[src/rtl/mag_cmp_pkg.sv]
package mag_cmp_pkg;
  typedef struct packed {
    logic gt;
    logic lt;
    logic eq;
  } rel_t;

  localparam rel_t REL_GT = '{gt: 1'b1, lt: 1'b0, eq: 1'b0};
  localparam rel_t REL_LT = '{gt: 1'b0, lt: 1'b1, eq: 1'b0};
endpackage

[src/rtl/mag_cmp_stage.sv]
module mag_cmp_stage
  import mag_cmp_pkg::*;
#(
  parameter int DIGIT_W = 4
) (
  input  logic [DIGIT_W-1:0] a_i,
  input  logic [DIGIT_W-1:0] b_i,
  input  rel_t               tie_i,
  output rel_t               rel_o
);
  localparam int TOP = DIGIT_W - 1;

  logic [DIGIT_W-1:0] pair_gt;
  logic [DIGIT_W-1:0] pair_lt;

  for (genvar g = 0; g < DIGIT_W; g++) begin : g_pair
    assign pair_gt[g] = a_i[g] & ~b_i[g];
    assign pair_lt[g] = ~a_i[g] & b_i[g];
  end

  // Walk upward so that a higher differing pair overrides a lower one.
  rel_t res;
  always_comb begin
    res = tie_i;
    for (int i = 0; i < DIGIT_W; i++) begin
      if (pair_gt[i])      res = REL_GT;
      else if (pair_lt[i]) res = REL_LT;
    end
  end

  assign rel_o = res;

  always_comb begin
    if (a_i[TOP] != b_i[TOP]) begin
      p_msb_decides_r1: assert (rel_o.gt == a_i[TOP] && rel_o.lt == b_i[TOP])
        else $error("stage: top pair did not decide");
    end
    if (DIGIT_W > 1) begin
      if (a_i[TOP] == b_i[TOP] && a_i[TOP-1] != b_i[TOP-1]) begin
        p_next_pair_r2: assert (rel_o.gt == a_i[TOP-1] && rel_o.lt == b_i[TOP-1])
          else $error("stage: second pair did not decide");
      end
    end
    if (a_i == b_i) begin
      p_tie_pass_r3: assert (rel_o == tie_i)
        else $error("stage: tie-break not passed through");
    end
    if ($onehot(tie_i)) begin
      p_onehot_out_r4: assert ($onehot(rel_o))
        else $error("stage: outputs not one-hot");
    end
  end
endmodule

[src/rtl/mag_cmp_chain.sv]
module mag_cmp_chain
  import mag_cmp_pkg::*;
#(
  parameter int WIDTH   = 10,
  parameter int DIGIT_W = 4
) (
  input  logic [WIDTH-1:0] a_i,
  input  logic [WIDTH-1:0] b_i,
  input  logic             tie_gt_i,
  input  logic             tie_lt_i,
  input  logic             tie_eq_i,
  output logic             gt_o,
  output logic             lt_o,
  output logic             eq_o
);
  localparam int NSTAGE = (WIDTH + DIGIT_W - 1) / DIGIT_W;
  localparam int PADW   = NSTAGE * DIGIT_W;

  logic [PADW-1:0] a_pad;
  logic [PADW-1:0] b_pad;

  always_comb begin
    a_pad = '0;
    b_pad = '0;
    a_pad[WIDTH-1:0] = a_i;
    b_pad[WIDTH-1:0] = b_i;
  end

  rel_t link [NSTAGE+1];

  assign link[0] = '{gt: tie_gt_i, lt: tie_lt_i, eq: tie_eq_i};

  for (genvar s = 0; s < NSTAGE; s++) begin : g_stage
    mag_cmp_stage #(.DIGIT_W(DIGIT_W)) i_stage (
      .a_i   (a_pad[s*DIGIT_W +: DIGIT_W]),
      .b_i   (b_pad[s*DIGIT_W +: DIGIT_W]),
      .tie_i (link[s]),
      .rel_o (link[s+1])
    );
  end

  assign gt_o = link[NSTAGE].gt;
  assign lt_o = link[NSTAGE].lt;
  assign eq_o = link[NSTAGE].eq;
endmodule

[config.mk]
export PLATFORM = sky130hd
export DESIGN_NAME = mag_cmp_chain
export DESIGN_NICKNAME = d
export VERILOG_FILES = /design/src/rtl/mag_cmp_pkg.sv /design/src/rtl/mag_cmp_stage.sv /design/src/rtl/mag_cmp_chain.sv
export SDC_FILE = /design/constraint.sdc
export NUM_CORES = 1
export LEC_CHECK = 0
export ABC_AREA = 1
export BUFFER_PORTS_ARGS = -buffer_cell sky130_fd_sc_hd__buf_2
export CORE_AREA = 4 4 41 43
export DETAILED_ROUTE_END_ITERATION = 8
export DIE_AREA = 0 0 45 47
export PLACE_DENSITY = 0.55
export RECOVER_POWER = 100
export SLEW_MARGIN = 10
export SYNTH_ARGS = -nofsm -noshare
export SYNTH_HDL_FRONTEND = slang
export SYNTH_SLANG_ARGS = --single-unit
[constraint.sdc]
create_clock -name vclk -period 0.9
set_input_delay 0.135 -clock vclk [all_inputs]
set_output_delay 0.135 -clock vclk [all_outputs]
set_load 0.05 [all_outputs]
==> flow_metrics.tcl <==
set metrics [dict create \
    start_util_pct 20.9 \
    rsz0062_at_grt "true" \
    drt_wl_total_um 996 \
    grtUsageTotal_pct 10.1 \
    clkPwrFrac_pct 0 \
    power_switching_w 0.000204 \
    slowest_delay_ns 0.16 \
    fp.dieH_um 47 \
    yosys.area.top_type "nand2_1" \
    drc 0 \
    dr.pass1.iters 4 \
    status "complete, but fails checks" \
    slew_headroom_pct 88.3 \
    synth_top_area_share_pct 33.2 \
    seq_cells 0 \
    critPathKind "in2out" \
    area_delta_synth_final_pct 147 \
    power_density_nw_per_um2 590 \
    grt_pass1_wl_mm 1.64 \
    synth_area_per_cell_um2 4.38 \
    critPathArrivalTime_ns 0.96 \
    synth_area_um2 272 \
    syn_nets 85 \
    die_w_um 45 \
    cp.buffers_inverters 3 \
    yosysMostFrequentCell "nand2_1" \
    violations "negative setup slack" \
    grt_overflow_total 0 \
    fp-row-count 13 \
    synth_warnings 0 \
    drv_cap 0 \
    synth_area_leaders "nand2_1, inv_1, o21ai_1, nor2_2, nand4_1" \
    core_um2 1300 \
    multiInputGateArea_um2 314 \
    synth_cells 62 \
    avgRoutedWirePerCell_um 9.40 \
    end_kind "output pin" \
    max_freq_ghz 0.910 \
    vias 466 \
    antenna_found_initial 0 \
    antennaDiodeCount 0 \
    dr.first_iter.drc_count 3 \
    finalCritPeriodShare_pct 122 \
    ant_nets 0 \
    p_int_w 0.000192 \
    path_delay_family "simple AND/OR/NAND/NOR gates" \
    num-fill-cells 134 \
    ir_drop_v 0.000284 \
    place_area_um2 503 \
    io_pins 26 \
    io_buffers 26 \
    seqCellArea_um2 0 \
    synth_cell_types 13 \
    nets 116 \
    dp_hpwl_um 751 \
    drive_above_1_share_pct 74.7 \
    final_area_um2 671 \
    power_frac_seq_pct 0 \
    critPathSlowestCell "buf_8" \
    pwr-share-comb_pct 100.0 \
    grt_max_degree 4 \
    cts_hold_buf 0 \
    ys_seq_area_share_pct 0 \
    grt_pass1_vias 432 \
    tightest_slew_ns 0.176 \
    dieArea_um2 2120 \
    utilization_pct 51.5 \
    drv_slew 0 \
    viasPerCell 4.40 \
    dpl.cell_count 105 \
    setup_ws_ns -0.199 \
    crit_path_max_fanout 2 \
    cp.required_ns 0.76 \
    swShare_pct 51.5 \
    hold_class "in2out" \
    ys_top_cells_by_count "nand2_1, inv_1, o21ai_1" \
    start_kind "input pin" \
    hold_viol 0 \
    instances_no_fill 106 \
    clockBufferCount 0 \
    crit_path_cell_trace "buf_6, inv_4, or2_1, nand2_1, nor2_2, nand2_2, a21oi_4, buf_8" \
    setup_viol 3 \
    total_power_w 0.000395 \
    p_leak_nw 0.345 \
    place_congestion 0.668 \
    min_period_ns 1.10 \
]
## cells in the final DEF, fill, tap and decap left out
cell type	instances
a21oi_1	1
a21oi_4	1
buf_2	12
buf_4	2
buf_6	10
buf_8	5
inv_1	3
inv_2	10
inv_4	1
inv_6	1
inv_8	1
nand2_1	13
nand2_2	11
nand2_4	1
nand3_1	1
nand3_2	1
nand4_1	2
nor2_2	4
nor2_4	2
o21ai_1	1
o21ai_2	3
o21ai_4	2
o22ai_2	1
or2_1	2
## cell families (layout without fill, tap and decap cells)
kind of cell	after synthesis	count (layout)	synth area share (%)
buffers and inverters	16	45	22.1
AO/OA/AOI/OAI	9	9	18.4
AND/OR/NAND/NOR	37	37	59.4
## timing repair
| action | in CTS | in global routing |
|---|---|---|
| gates resized for setup | 34 | 10 |
| setup buffers | 1 | 0 |
| endpoints found under the hold margin | 0 | 0 |
| setup endpoints to repair | 3 | 3 |
| gates cloned | 0 | 0 |
| pin swaps | 15 | 13 |
## area by class of cell
| class | count | share of cell area (%) |
|---|---|---|
| well taps | 15 | 2.80 |
| repair buffers | 29 | 39.2 |
| multi-input cells | 46 | 46.8 |
| inverters | 16 | 11.2 |
## worst min-delay path, delay by kind of cell
family                 cells  cell delay (ns)
AND/OR/NAND/NOR            4             0.22
buffers and inverters      2             0.21
AO/OA/AOI/OAI              1             0.06
## final timing paths
kind | startpoint | endpoint | slack, ns | cells after the start
setup / recovery | a_i[5] | lt_o | -0.20 | 8
hold / removal | b_i[2] | eq_o | 0.76 | 7
## through the flow
stage	hold WS [ns]	setup WS (ns)	TNS, ns
4_1_cts	0.745	-0.210	-0.534
2_1_floorplan	0.534	-0.101	-0.175
6_report	0.759	-0.199	-0.552
3_3_place_gp	0.818	-0.314	-0.915
3_5_place_dp	0.816	-0.322	-0.960
5_1_grt	0.792	-0.263	-0.722
## metal layers
| metal | wire length [µm] | GRT usage [%] |
|---|---|---|
| met5 | 0 | 0 |
| met4 | 35 | 3.51 |
| met3 | 96 | 1.53 |
| met1 | 331 | 10.6 |
| met2 | 533 | 20.3 |
## power groups by stage
stage / Sequential [W] / Clock (W) / Combinational [W]
2_1_floorplan: 0 / 0 / 0.000190
3_3_place_gp: 0 / 0 / 0.000285
3_5_place_dp: 0 / 0 / 0.000289
4_1_cts: 0 / 0 / 0.000374
5_1_grt: 0 / 0 / 0.000428
6_report: 0 / 0 / 0.000395
(Power assumes the default switching activity.)
